## src/rtl/tbase_pkg.sv

```systemverilog
package tbase_pkg;
  localparam int ADDR_W = 3;
  localparam int CTRL_W = 7;

  localparam logic [ADDR_W-1:0] A_CTRL   = 3'd0;
  localparam logic [ADDR_W-1:0] A_STAT   = 3'd1;
  localparam logic [ADDR_W-1:0] A_FORCE  = 3'd2;
  localparam logic [ADDR_W-1:0] A_COUNT  = 3'd3;
  localparam logic [ADDR_W-1:0] A_PSC    = 3'd4;
  localparam logic [ADDR_W-1:0] A_RELOAD = 3'd5;

  localparam int B_RUN     = 0;
  localparam int B_UPDDIS  = 1;
  localparam int B_OVFONLY = 2;
  localparam int B_ONESHOT = 3;
  localparam int B_ARPRE   = 4;
  localparam int B_IRQEN   = 5;
  localparam int B_DMAEN   = 6;

  // strobes from control to datapath
  typedef struct packed {
    logic ldCnt;
    logic ldPsc;
    logic ldArr;
    logic arrDirect;
    logic uev;
    logic run;
  } strobeT;
endpackage

```

## src/rtl/tbase_ctrl.sv

```systemverilog
module tbase_ctrl
  import tbase_pkg::*;
(
  input  logic              clk,
  input  logic              rstN,
  input  logic              wrEn,
  input  logic [ADDR_W-1:0] wrAddr,
  input  logic [CTRL_W-1:0] wrLow,
  input  logic              ovf,
  output strobeT            strb,
  output logic [CTRL_W-1:0] ctrlReg,
  output logic              flag,
  output logic              updPulse,
  output logic              dmaReq
);
  logic wrCtrl, wrStat, forceReq, uev, loud;

  assign wrCtrl   = wrEn && (wrAddr == A_CTRL);
  assign wrStat   = wrEn && (wrAddr == A_STAT);
  assign forceReq = wrEn && (wrAddr == A_FORCE) && wrLow[0];
  assign uev      = !ctrlReg[B_UPDDIS] && (ovf || forceReq);
  assign loud     = uev && (ovf || !ctrlReg[B_OVFONLY]);

  always_comb begin
    strb.ldCnt     = wrEn && (wrAddr == A_COUNT);
    strb.ldPsc     = wrEn && (wrAddr == A_PSC);
    strb.ldArr     = wrEn && (wrAddr == A_RELOAD);
    strb.arrDirect = !ctrlReg[B_ARPRE];
    strb.uev       = uev;
    strb.run       = ctrlReg[B_RUN];
  end

  always_ff @(posedge clk or negedge rstN) begin
    if (!rstN) begin
      ctrlReg  <= '0;
      flag     <= 1'b0;
      updPulse <= 1'b0;
      dmaReq   <= 1'b0;
    end else begin
      if (wrCtrl)
        ctrlReg <= wrLow;
      else if (uev && ctrlReg[B_ONESHOT])
        ctrlReg[B_RUN] <= 1'b0;

      if (loud)
        flag <= 1'b1;
      else if (wrStat && !wrLow[0])
        flag <= 1'b0;

      updPulse <= loud;
      dmaReq   <= loud && ctrlReg[B_DMAEN];
    end
  end
endmodule

```

## src/rtl/tbase_dp.sv

```systemverilog
module tbase_dp
  import tbase_pkg::*;
#(
  parameter int W = 16
) (
  input  logic         clk,
  input  logic         rstN,
  input  strobeT       strb,
  input  logic [W-1:0] wrData,
  output logic         ovf,
  output logic [W-1:0] cnt,
  output logic [W-1:0] pscPre,
  output logic [W-1:0] arrPre
);
  logic [W-1:0] pscCnt, pscSh, arrSh;
  logic         tick;

  assign tick = strb.run && (pscCnt == pscSh);
  assign ovf  = tick && (cnt == arrSh);

  always_ff @(posedge clk or negedge rstN) begin
    if (!rstN) begin
      cnt    <= '0;
      pscCnt <= '0;
      pscSh  <= '0;
      pscPre <= '0;
      arrSh  <= '0;
      arrPre <= '0;
    end else begin
      if (strb.ldPsc) pscPre <= wrData;
      if (strb.ldArr) arrPre <= wrData;

      if (strb.ldArr && strb.arrDirect) arrSh <= wrData;
      else if (strb.uev)                arrSh <= arrPre;

      if (strb.uev) pscSh <= pscPre;

      if (strb.uev)      pscCnt <= '0;
      else if (strb.run) pscCnt <= tick ? '0 : pscCnt + 1'b1;

      if (strb.ldCnt)   cnt <= wrData;
      else if (strb.uev) cnt <= '0;
      else if (tick)     cnt <= (cnt == arrSh) ? '0 : cnt + 1'b1;
    end
  end
endmodule

```

## src/rtl/tbase_timer.sv

```systemverilog
module tbase_timer
  import tbase_pkg::*;
#(
  parameter int W = 16
) (
  input  logic              clk,
  input  logic              rstN,
  input  logic              wrEn,
  input  logic [ADDR_W-1:0] wrAddr,
  input  logic [W-1:0]      wrData,
  input  logic [ADDR_W-1:0] rdAddr,
  output logic [W-1:0]      rdData,
  output logic              updPulse,
  output logic              updFlag,
  output logic              irq,
  output logic              dmaReq
);
  strobeT            strb;
  logic [CTRL_W-1:0] ctrlReg;
  logic              ovf;
  logic [W-1:0]      cntVal, pscPre, arrPre;

  tbase_ctrl u_ctrl (
    .clk(clk), .rstN(rstN), .wrEn(wrEn), .wrAddr(wrAddr),
    .wrLow(wrData[CTRL_W-1:0]), .ovf(ovf), .strb(strb),
    .ctrlReg(ctrlReg), .flag(updFlag), .updPulse(updPulse), .dmaReq(dmaReq)
  );

  tbase_dp #(.W(W)) u_dp (
    .clk(clk), .rstN(rstN), .strb(strb), .wrData(wrData),
    .ovf(ovf), .cnt(cntVal), .pscPre(pscPre), .arrPre(arrPre)
  );

  assign irq = updFlag && ctrlReg[B_IRQEN];

  always_comb begin
    case (rdAddr)
      A_CTRL:   rdData = {{(W-CTRL_W){1'b0}}, ctrlReg};
      A_STAT:   rdData = {{(W-1){1'b0}}, updFlag};
      A_COUNT:  rdData = cntVal;
      A_PSC:    rdData = pscPre;
      A_RELOAD: rdData = arrPre;
      default:  rdData = '0;
    endcase
  end
endmodule

```

## config.mk

```make
export PLATFORM = sky130hd
export DESIGN_NAME = tbase_timer
export DESIGN_NICKNAME = d
export VERILOG_FILES = /design/src/rtl/tbase_pkg.sv /design/src/rtl/tbase_ctrl.sv /design/src/rtl/tbase_dp.sv /design/src/rtl/tbase_timer.sv
export SDC_FILE = /design/constraint.sdc
export NUM_CORES = 1
export LEC_CHECK = 0
export BUFFER_PORTS_ARGS = -buffer_cell sky130_fd_sc_hd__buf_2
export CAP_MARGIN = 5
export CORE_ASPECT_RATIO = 1.25
export CORE_MARGIN = 4
export CORE_UTILIZATION = 35
export DETAILED_ROUTE_END_ITERATION = 8
export SLEW_MARGIN = 15
export SYNTH_ARGS = -nofsm -noshare
export SYNTH_HDL_FRONTEND = slang
export SYNTH_SLANG_ARGS = --single-unit
```

## constraint.sdc

```tcl
create_clock -name clk -period 2.6 [get_ports clk]
set_clock_uncertainty 0.1 [all_clocks]
set_input_delay 0.26 -clock clk [delete_from_list [all_inputs] [get_ports clk]]
set_output_delay 0.26 -clock clk [all_outputs]
set_load 0.01 [all_outputs]
```

# [After elaboration in Yosys (flattened, before gate mapping)]
# Cells that the tools add are included.
[word_totals] reg_bits=106 input_bits=25 out_inout_bits=20
[op_classes] add_sub_neg=2 n_eq_ne=11 n_mux=14 reduce_logical=29
[ops] operator="two-way mux 16 bit" count=9
[ops] operator="one-hot mux 16 bit (5 select lines)" count=1
[ops] operator="adder 16 x 1 -> 16 bit (second input constant)" count=2
[ops] operator="== test 16 bit" count=2
[ops] operator="logical AND 1 bit" count=16
[ops] operator="== test 3 bit (second input constant)" count=4
[ops] operator="== test 3 x 2 -> 1 bit (second input constant)" count=3
[ops] operator="nonzero test 2 bit" count=4
[ops] operator="== test 3 x 1 -> 1 bit (second input constant)" count=2
[ops] operator="logical NOT 3 bit" count=2
[ops] operator="logical NOT 1 bit" count=4
[ops] operator="two-way mux 1 bit" count=4
[ops] operator="nonzero test 3 bit" count=1
[ops] operator="logical OR 1 bit" count=2

# [Depth between registers and ports, before layout]
[logic_depth] word_depth=8 depth_mapped=10

# [Modules after synthesis]
# Synthesis repeated with hierarchy kept, for this count alone.
[hier_totals] cells_unflattened=511 area_unflattened_um2=5713.0
[by_module_without_submodules] module="tbase_dp" n_inst=1 cells_each=420 area_per_inst_um2=4728.3
[by_module_without_submodules] module="tbase_timer" n_inst=1 cells_each=52 area_per_inst_um2=503.0
[by_module_without_submodules] module="tbase_ctrl" n_inst=1 cells_each=39 area_per_inst_um2=481.7

# [Least setup slack after synthesis]
# Ideal clock, no wire load.
[synth_timing] kind="reg-to-reg" startpoint="register u_dp.pscCnt[6]" endpoint="register u_dp.pscSh[10]" arrival_time_ns=2.600 required_time_ns=2.375 setup_slack_ns=-0.225 path_stages_with_launch=8 n_path_buf=2 synth_period_minus_slack_ns=2.825 cell_sequence="dfrtp_1 -> xor2_1 -> or4_1 -> or4_1 -> buf_6 -> o31ai_4 -> buf_6 -> mux2_2"
[synth_between] elab_chain_cells=5
[synth_lines] element="start, declared" line_no="tbase_dp.sv:15" rtl="logic [W-1:0] pscCnt, pscSh, arrSh;"
[synth_lines] element="start signal, assigned" line_no="tbase_dp.sv:39" rtl="else if (strb.run) pscCnt <= tick ? '0 : pscCnt + 1'b1;"
[synth_lines] element="== test 16 bit" line_no="tbase_dp.sv:18" rtl="assign tick = strb.run && (pscCnt == pscSh);"
[synth_lines] element="logical AND 1 bit" line_no="tbase_dp.sv:18"
[synth_lines] element="logical AND 1 bit" line_no="tbase_dp.sv:19" rtl="assign ovf = tick && (cnt == arrSh);"
[synth_lines] element="logical OR 1 bit" line_no="tbase_ctrl.sv:21" rtl="assign uev = !ctrlReg[B_UPDDIS] && (ovf || forceReq);"
[synth_lines] element="logical AND 1 bit" line_no="tbase_ctrl.sv:21"
[synth_lines] element="end signal, assigned" line_no="tbase_dp.sv:36" rtl="if (strb.uev) pscSh <= pscPre;"
[synth_lines] element="end, declared" line_no="tbase_dp.sv:15"
# No other way between the ends.
# A chain may end at the register's enable or synchronous reset.

# [Worst setup path in the final report]
[layout_timing] startpoint="register u_dp.pscSh[6]" endpoint="register u_dp.pscSh[0]"
[layout_between] elab_chain_cells=5
[layout_lines] element="== test 16 bit" line_no="tbase_dp.sv:18"
[layout_lines] element="logical AND 1 bit" line_no="tbase_dp.sv:18"
[layout_lines] element="logical AND 1 bit" line_no="tbase_dp.sv:19"
[layout_lines] element="logical OR 1 bit" line_no="tbase_ctrl.sv:21"
[layout_lines] element="logical AND 1 bit" line_no="tbase_ctrl.sv:21"
# No other way between the ends.

==> metrics.md <==
| Metric | Value |
|---|---|
| R2r worst-path depth | `7` |
| Slowest-stage cell, CP | `or4_4` |
| DR pass1 iterations | `5` |
| CORE AREA | `0.0157 mm2` |
| Final WL | `15.5 mm` |
| Largest net degree at the start of global routing | `49` |
| Setup WS pre-CTS | `-0.198 ns` |
| Die height | `150 um` |
| Reg clk slew, reported paths | `0.07 ns` |
| Ys flop type | `dfrtp_1` |
| Most frequent cells in the layout | `dfrtp_1, mux2_2, buf_4` |
| Tot Pwr | `4.93 mW` |
| Initial DRC Count | `291` |
| Worst-path cell chain | `xor2_1 -> or4_4 -> or4_4 -> o31ai_4 -> buf_6 -> clkbuf_16 -> mux2_2` |
| Leak | `3.01 nW` |
| Setup-failing EPs final | `35` |
| Die X | `between 100 and 150 um` |
| Crit-path max cell delay | `~0.55 ns` |
| Commonest non-fill, non-tap cell in the layout | `dfrtp_1` |
| Final WS setup | `-0.142 ns` |
| Failing checks | `negative setup slack` |
| Final ANT Viol Nets | `0` |
| Clk sinks | `106` |
| Max cap viols | `0` |
| Fin crit period | `2.74 ns` |
| Root Buffer | `clkbuf_16` |
| DIE AREA | `between 0.015 and 0.02 mm2` |
| Detailed-route wire length per cell | `18.7 um` |
| Total grt overflow | `0` |
| Count of final hold-check violations | `0` |
| Nets@finish | `639` |
| Post-synthesis net count | `561` |
| Worst VDD drop | `0.000351 V` |
| Worst endpoint data arrival time | `2.88 ns` |
| CP Launch Type | `register` |
| # IOs | `45` |
| Max Fanout on Critical Path | `7` |
| Least-Margin Pin Slew | `0.728 ns` |
| Skew-Pair Late Insertion Delay | `0.35 ns` |
| Htree depth | `3` |
| DP HPWL | `around 11 mm` |
| Layout area overhead | `19.9%` |
| Seq/Total Area, Yosys | `47.0%` |
| Yosys reg bits | `about 110` |
| Hold Crit Class | `in -> reg` |
| Diode count | `0` |
| Final Wtd Congestion | `between 0.8 and 0.9` |
| Starting Density | `36.0%` |
| I/O Buffers | `44` |
| Vias/cell | `~5.4` |
| Worst endpoint required time | `2.74 ns` |
| Row cnt | `51` |
| FMAX | `0.365 GHz` |
| Outcome | `finished, violations left` |
| Post-synth ARST share | `between 90% and 100%` |
| Synth warn | `0` |
| Initial antenna violation count | `0` |
| Final Cycle Share | `105%` |
| Max Slew Vio Count | `0` |
| Unique masters post-synth | `between 50 and 60` |
| Slew headroom | `around half` |
| GRT Total Usage | `17.4%` |
| FILL cells | `around 1,500` |
| Clk buf depth | `2` |
| Mapped Cells | `534` |
| CP Capture Type | `register` |
| CTS buffer count | `9` |
| Pwr dens | `728 mW/mm2` |
| First-pass GRT wire length | `24.8 mm` |
| CTS tree | `done` |
| Drt drc | `0` |
| Crit-path most repeated cell | `or4_4` |
| Crit path kind | `reg -> reg` |
| Flop-to-flop setup slack | `-0.14 ns` |
| RSZ-0062 raised after global routing | `yes` |
| Syn avg cell area | `approximately 11 um2` |
| Via total after detailed routing | `around 4,500` |
| Vias in the first global route | `4,567` |
| Mapped cell area | `around 0.0056 mm2` |
| Post-synth EDFFs | `0` |
| Layout cells sized above 1 | `between 30% and 40%` |
| Number of stages on the worst hold path | `2` |
-- where the power goes --
part           switching [mW]  internal [mW]
Sequential              0.342           2.01
Combinational           0.628          0.694
Clock                   0.605          0.652
-- path summary, 6_finish.rpt --
check	start	to
worst min-delay path	wrData[15]	u_dp.cnt[15]$_DFFE_PN0P_
worst min register to register	u_dp.pscSh[3]$_DFFE_PN0P_	u_dp.pscSh[3]$_DFFE_PN0P_
min in group asynchronous	rstN	u_dp.cnt[14]$_DFFE_PN0P_
worst max register to register	u_dp.pscSh[6]$_DFFE_PN0P_	u_dp.pscSh[0]$_DFFE_PN0P_
max in group asynchronous	rstN	u_dp.cnt[11]$_DFFE_PN0P_
worst max-delay path	u_dp.pscSh[6]$_DFFE_PN0P_	u_dp.pscSh[0]$_DFFE_PN0P_
-- stage by stage --
stage	cells	setup TNS [ns]	util (%)	hold WS, ns	instance area [um2]
after floorplan	534	-5.58	-	-0.136	5650
after global placement	809	-4.17	40.6	0.231	6370
after detailed placement	809	-5.47	40.6	0.236	6370
after CTS	828	-3.70	42.7	0.0722	6710
after global routing	829	-6.29	43.1	0.0848	6770
final	829	-3.70	43.1	0.0828	6770
-- layer usage --
layer | global-route usage [%] | part of all wire [%]
met1 | 23.5 | 46
met2 | 28.4 | 48
met3 | 2.42 | 3.7
met4 | 6.11 | 2.5
met5 | 0 | 0
-- registers in the layout (all words and copies together) (netlist names), 7 cells and up --
| name | flops |
|---|---|
| u_dp.cnt | 16 |
| u_dp.pscPre | 16 |
| u_ctrl.ctrlReg | 7 |
| u_dp.arrSh | 16 |
| u_dp.arrPre | 16 |
| u_dp.pscSh | 16 |
| u_dp.pscCnt | 16 |
-- layout make-up --
class	instances	area (um2)	area share [%]
Sequential cell	106	2650	39.2
Multi-Input combinational cell	390	2870	42.3
Timing Repair Buffer	99	699	10.3
Tap cell	212	265	3.92
Inverter	6	22.5	0.333
Clock inverter	4	28.8	0.425
Clock buffer	12	236	3.49
-- cells by family after synthesis --
group           synth area share, %
simple gates                   13.4
compound gates                 12.6
flops                          47.0
mux                            16.9
xor+xnor                       6.02
buf+inv                        3.63
fa+ha+maj                     0.443
-- worst max-delay path: cells and delay by family (launching register included) --
kind,cells,cell delay (ns)
AND/OR/NAND/NOR,2,1.10
flip-flops,1,0.39
XOR/XNOR,1,0.18
multiplexers,1,0.32
AO/OA/AOI/OAI,1,0.19
buffers and inverters,2,0.35
-- repair_timing --
item / CTS / global route
pin swaps: 1 / 2
hold endpoints to repair: 46 / 0
cloned: 0 / 1
resized for setup: 11 / 11
setup buffers: 2 / 0
setup endpoints to repair: 46 / 50
hold buffers: 1 / 0
-- cell usage after synthesis (2+ instances only) --
master / number / area share (%)
dfrtp_1: 106 / 47
mux2_2: 57 / 11
o21ai_0: 42 / 3.7
nand2_1: 38 / 2.5
nor2_1: 37 / 2.5
mux2i_1: 28 / 5.0
xor2_1: 28 / 4.3
a21oi_1: 20 / 1.8
clkbuf_1: 20 / 1.3
nand3_1: 16 / 1.4
a22o_1: 13 / 2.0
o31ai_1: 11 / 1.5
nand4_1: 10 / 1.1
xnor2_1: 9 / 1.4
and3_1: 7 / 0.78
a22oi_1: 6 / 0.80
inv_1: 6 / 0.40
nand2b_1: 6 / 0.66
or3_1: 6 / 0.66
a21o_1: 5 / 0.66
a31oi_1: 5 / 0.55
nor4_1: 5 / 0.55
nor3b_1: 4 / 0.53
and4_1: 3 / 0.47
buf_1: 3 / 0.20
buf_6: 3 / 0.60
mux2_1: 3 / 0.60
nor3_1: 3 / 0.27
a21boi_0: 2 / 0.27
and2_0: 2 / 0.22
and2_1: 2 / 0.22
buf_8: 2 / 0.53
ha_1: 2 / 0.44
nand3b_1: 2 / 0.27
o22a_1: 2 / 0.31
o22ai_1: 2 / 0.22
or2_2: 2 / 0.22
or4_1: 2 / 0.27
No activity file was read; power rests on OpenSTA's default activity.
